`src/rtl/mem_contain.sv`:
```
module mem_contain #(
  parameter int DW = 32,
  parameter int TW = 4,
  parameter int MW = 2,
  parameter logic [MW-1:0] META_NOOP = '0
) (
  input  logic          clk,
  input  logic          rst_n,
  input  logic          viral_en,
  input  logic          fatal_err,
  input  logic          viral_in,
  input  logic          rst_req,
  input  logic [1:0]    rst_kind,
  input  logic          req_valid,
  input  logic          req_write,
  input  logic          req_persist,
  input  logic          req_decoded,
  input  logic          req_data_bad,
  input  logic          req_meta_suspect,
  input  logic [TW-1:0] req_tag,
  input  logic [DW-1:0] rd_data,
  input  logic [MW-1:0] rd_meta,
  input  logic          sd_req,
  input  logic          sd_to_clean,
  input  logic          gpf_done,
  output logic          rsp_valid,
  output logic          rsp_write,
  output logic [TW-1:0] rsp_tag,
  output logic [DW-1:0] rsp_data,
  output logic          rsp_poison,
  output logic [MW-1:0] rsp_meta,
  output logic          pcommit,
  output logic          viral_status,
  output logic          viral_out,
  output logic          sd_ack,
  output logic          sd_err,
  output logic          sd_clean
);

  localparam logic [1:0] RK_CONV = 2'b00;

  logic viral_q;
  logic conv_clr, viral_trig;
  logic rd_ok;

  assign conv_clr   = rst_req && (rst_kind == RK_CONV);
  assign viral_trig = viral_en && (fatal_err || viral_in);
  assign rd_ok      = !req_write && req_decoded;

  always_ff @(posedge clk or negedge rst_n) begin
    if (!rst_n)          viral_q <= 1'b0;
    else if (conv_clr)   viral_q <= 1'b0;
    else if (viral_trig) viral_q <= 1'b1;
  end

  always_ff @(posedge clk or negedge rst_n) begin
    if (!rst_n) begin
      rsp_valid  <= 1'b0;
      rsp_write  <= 1'b0;
      rsp_tag    <= '0;
      rsp_data   <= '0;
      rsp_poison <= 1'b0;
      rsp_meta   <= META_NOOP;
      pcommit    <= 1'b0;
    end else begin
      rsp_valid  <= req_valid;
      rsp_write  <= req_valid && req_write;
      rsp_tag    <= req_valid ? req_tag : '0;
      rsp_poison <= req_valid && rd_ok && req_data_bad && !viral_q;
      rsp_meta   <= (req_valid && rd_ok && !req_meta_suspect && !viral_q) ? rd_meta : META_NOOP;
      pcommit    <= req_valid && req_write && req_persist && req_decoded && !viral_q;
      if (!req_valid || req_write) rsp_data <= '0;
      else if (req_decoded)        rsp_data <= rd_data;
      else                         rsp_data <= '1;
    end
  end

  always_ff @(posedge clk or negedge rst_n) begin
    if (!rst_n) begin
      sd_ack   <= 1'b0;
      sd_err   <= 1'b0;
      sd_clean <= 1'b0;
    end else begin
      sd_ack <= sd_req;
      sd_err <= sd_req && sd_to_clean && viral_q;
      if (sd_req) begin
        if (!sd_to_clean)  sd_clean <= 1'b0;
        else if (!viral_q) sd_clean <= 1'b1;
      end else if (gpf_done && !viral_q) begin
        sd_clean <= 1'b1;
      end
    end
  end

  assign viral_status = viral_q;
  assign viral_out    = viral_q;

endmodule

```
`config.mk`:
```
export PLATFORM = sky130hd
export DESIGN_NAME = mem_contain
export DESIGN_NICKNAME = d
export VERILOG_FILES = /design/src/rtl/mem_contain.sv
export SDC_FILE = /design/constraint.sdc
export NUM_CORES = 1
export LEC_CHECK = 0
export BUFFER_PORTS_ARGS = -buffer_cell sky130_fd_sc_hd__buf_2
export CAP_MARGIN = 25
export CORE_AREA = 4 4 63 122
export CTS_CLUSTER_DIAMETER = 120
export CTS_CLUSTER_SIZE = 40
export DETAILED_ROUTE_END_ITERATION = 16
export DIE_AREA = 0 0 67 126
export HOLD_SLACK_MARGIN = 0.03
export PLACE_DENSITY = 0.58
export SYNTH_ARGS = -nofsm -noshare
export SYNTH_HDL_FRONTEND = slang
export SYNTH_SLANG_ARGS = --single-unit
```
`constraint.sdc`:
```
create_clock -name clk -period 0.8 [get_ports clk]
set_input_delay 0.12 -clock clk [delete_from_list [all_inputs] [get_ports clk]]
set_output_delay 0.12 -clock clk [all_outputs]
set_load 0.01 [all_outputs]
```
Yosys cells after proc, flatten, opt, wreduce, memory -nomap -nowiden

Index checks and enable logic that the tools add are counted.

Equality and inequality tests: 1
Reductions and logical operators: 25
Multiplexer cells: 10

Operator list:

| operator             | number |
|---|---|
| $mux W32             | 2 |
| $logic_and A1 B1 Y1  | 15 |
| $mux W1              | 6 |
| $logic_not A1 Y1     | 4 |
| $mux W4              | 1 |
| $reduce_bool A2 Y1   | 2 |
| $ne A3 B3 Y1 const B | 1 |
| $logic_not A2 Y1     | 1 |
| $logic_or A1 B1 Y1   | 2 |
| $mux W2              | 1 |
| $reduce_and A2 Y1    | 1 |

Input port bits: 55
Output and inout bits: 47
Logic and storage cells: 47
Register bits after elaboration: 46

Depth between registers and ports, before layout

Depth after elaboration: 6
Depth in mapped cells: 3
Depth with buffers taken out: 2

Worst setup path after synthesis

No wires, ideal clock.

Kind: register to register
Start point: register viral_q, in the netlist viral_out
End point: register sd_clean
Arrival time: 713 ps
Period minus slack after synthesis: 790 ps
Path slack: 10 ps
Library setup time: 77 ps
Cell stages (with the launch flop): 3
Path through: dfrtp_1 -> o21bai_1 -> a21oi_1

Word-level cells in the longest chain between the ends: 4
Elaborated cells between the ends (all ways): 5
Those cells by class: eq/ne (1); reduce/logical (4)

RTL lines:

| what                            | RTL line | source |
|---|---|---|
| from (decl)                     | 42       | `logic viral_q;` |
| from (signal assigned)          | 51       | `if (!rst_n) viral_q <= 1'b0;` |
| from (signal assigned)          | 52       | `else if (conv_clr) viral_q <= 1'b0;` |
| from (signal assigned)          | 53       | `else if (viral_trig) viral_q <= 1'b1;` |
| $logic_not A1 Y1                | 89       | `end else if (gpf_done && !viral_q) begin` |
| $logic_and A1 B1 Y1             | 89       |  |
| $reduce_bool A2 Y1 (no line)    | -        |  |
| $reduce_and A2 Y1 (no line) (*) | -        |  |
| to (signal assigned)            | 87       | `if (!sd_to_clean) sd_clean <= 1'b0;` |
| to (signal assigned)            | 88       | `else if (!viral_q) sd_clean <= 1'b1;` |
| to (signal assigned)            | 90       | `sd_clean <= 1'b1;` |
| to (decl)                       | 37       | `output logic sd_clean` |

Mark *: on every way between the ends. The rest lies on a longest branch, timed or not.
A chain may end at the register's enable or synchronous reset.

Worst setup path after layout

Start point: register viral_q, in the netlist viral_out
End point: output viral_status

RTL lines:

| what      | RTL line | source |
|---|---|---|
| to (decl) | 33       | `output logic viral_status,` |

No word-level cell between the ends.

==> impl_metrics.py <==
metrics = {
    "sta": {
        "layout_setup_ws_ns": -0.141,
        "slew_violations": 0,
        "max_freq_ghz": 1.06,
        "worst_slew_pin_slew_ns": 0.240,
        "setup_violations": 52,
        "hold_viol": 0,
        "slew_headroom_pct": 84.0,
        "post-route-period-util_pct": 118,
        "fin_crit_ns": 0.941,
        "clock_skew_ns": 0.00264,
        "rsz0062_at_grt": "yes",
    },
    "final_layout": {
        "nets": 303,
        "final_common_cell": "buf_2",
        "drive_gt1_share_pct": 48.2,
        "area_growth_pct": 56.1,
        "final-seq-area_um2": 1150,
        "num_antenna_cells": 0,
        "fill_cells": 682,
        "multi_input_area_um2": 303,
        "mostFrequentLayoutCells": "buf_2 (91), dfrtp_1 (46), inv_1 (33)",
        "fin_cells": 337,
    },
    "setup_path": {
        "worst_setup_path_start_kind": "register",
        "crit_required_ns": 0.68,
        "cpPeakStageDelay_ns": 0.39,
        "cpMaxStageDelayCell": "dfrtp_1",
        "r2r_slack_ns": -0.09,
        "cp_num_buf_inv": 1,
        "critPathArrivalTime_ns": 0.82,
        "worst-path-max-fanout": 3,
        "crit_chain": "buf_2",
        "crit_type": "reg2out",
        "crit_family": "flip-flops",
        "endpoint_kind": "output port",
    },
    "global_routing": {
        "grtUsageTotal_pct": 10.3,
        "grt-ovfl-total": 0,
        "grt_pass1_wl_um": 6420,
        "grt_max_degree": 47,
        "grt_antenna_before_repair": 0,
        "grt_pass1_vias": 1436,
    },
    "detailed_routing": {
        "first_iter_violations": 22,
        "num_vias": 1325,
        "avgViaCountPerCell": 3.93,
        "drc_errors": 0,
        "avgRoutedWirePerCell_um": 12.0,
        "firstDrtPassIters": 2,
        "postRouteAntennaNets": 0,
        "routed_wl_um": 4060,
    },
    "die": {
        "dieArea_um2": 8440,
        "rows": 42,
        "floorplan.initialDensity_pct": 24.5,
        "io_pins": 102,
        "core-area_um2": 6670,
        "die_y_um": 126,
        "die_x_um": 67,
    },
    "synth": {
        "syn_area_um2": 1640,
        "avgSynthCellArea_um2": 11.8,
        "synth_area_leaders": "dfrtp_1 (70%), a21oi_1 (9.5%), inv_1 (7.8%), and4_1 (2.1%), buf_6 (2.1%)",
        "yosys.area.top_type": "dfrtp_1",
        "syn-instance-count": 139,
        "yosysTopAreaCellShare_pct": 70.4,
        "synth_cell_types": 17,
        "yosysWarnings": 0,
        "ys_seq_area_share_pct": 70.4,
        "syn_nets": 194,
        "synth_seq_cells": 46,
    },
    "clock_tree": {
        "cts_buffers": 5,
        "clk_pin_slew_ns": 0.06,
        "clock_latency_ns": 0.28,
        "cts_sinks": 46,
        "cts_tree": "done",
        "cts-root-buf": "clkbuf_16",
        "cts.path.max_buffers": 2,
        "ctsHtreeMaxLevel": 2,
    },
    "job": {
        "cap_violations": 0,
    },
    "pwr": {
        "p_per_area_nw_per_um2": 2110,
        "max-vdd-ir-drop_v": 0.00109,
        "total_power_uw": 5390,
        "p_leak_uw": 0.00149,
    },
    "outcome": {
        "violations": "setup timing",
        "status": "finished with violations",
    },
    "place": {
        "port_buffers": 101,
        "gp_congestion": 0.701,
        "hpwl_um": 3100,
        "placed_cells": 324,
    },
    "worst_hold_path": {
        "min_path_type": "in2reg",
    },
}
## routing by layer
layer | GRT usage (%) | vias up | part of all wire [%]
met5 | 0 | - | 0
met4 | 5.38 | 0 | 2.4
met3 | 3.12 | 5 | 8.5
met2 | 19.3 | 59 | 57
met1 | 9.39 | 617 | 32
li1 | - | 644 | -
## power by group
| part | switching, uW | leakage (uW) | internal, uW |
|---|---|---|---|
| Sequential | 37.1 | 0.000601 | 2440 |
| Clock | 808 | 0.0000836 | 1460 |
| Combinational | 324 | 0.000807 | 317 |
## cell usage after synthesis
master	count
buf_2	4
nor2_1	2
a21oi_1	31
o21ai_0	1
dfrtp_1	46
buf_4	1
and2b_1	1
and2_1	5
a21oi_2	2
nand2b_2	1
and4_1	4
nor2b_1	1
inv_1	34
buf_6	3
a22oi_1	1
and3_1	1
o21bai_1	1
## final timing paths
check | from | endpoint | cells past startpoint
max | viral_out | viral_status | 1
min | req_tag[3] | rsp_tag[3] | 2
max reg2reg | viral_out | sd_clean | 3
min reg2reg | sd_clean | sd_clean | 2
max in group asynchronous | rst_n | rsp_data[2] | 3
min in group asynchronous | rst_n | rsp_data[26] | 3
## area by class of cell
type | count | share of cell area (%)
clock buffers | 5 | 4.90
clock inverters | 3 | 1.57
inverters | 34 | 5.00
multi-input cells | 51 | 11.9
flip-flops and latches | 46 | 45.1
well taps | 88 | 4.31
repair buffers | 110 | 27.3
## registers in the layout, summed over array words and instances (netlist names)
name / count
sd_ack: 1
rsp_tag: 4
rsp_poison: 1
pcommit: 1
rsp_valid: 1
rsp_write: 1
sd_clean: 1
sd_err: 1
viral_out: 1
rsp_meta: 2
rsp_data: 32
## logic make-up (layout without fill, tap and decap cells)
logic type,after synthesis,after routing,share of synthesized area [%]
AOI/OAI and AO/OA,36,36,11.8
DFF,46,46,70.4
and+or+nand+nor,15,15,6.27
buffers and inverters,42,152,11.6
## timing repair
action,in CTS,in global routing
endpoints found under the hold margin,49,0
endpoints found under the setup margin,50,54
resized for setup,11,3
pin swaps,1,0
hold buffers,4,0
setup buffers,1,0
## through the flow
stage               TNS [ns]  setup WS [ns]  cell area, um2  util (%)  hold slack (ns)
CTS                    -5.73         -0.165            2540      38.1           0.0395
detailed placement    -0.100        -0.0341            2270      34.0            0.120
global route           -6.70         -0.185            2550      38.2           0.0428
finish                 -4.83         -0.141            2550      38.2           0.0495
global placement           0         0.0107            2270      34.0            0.118
floorplan                  0         0.0100            1640         -           -0.176
Power figures use the tool's default switching activity.
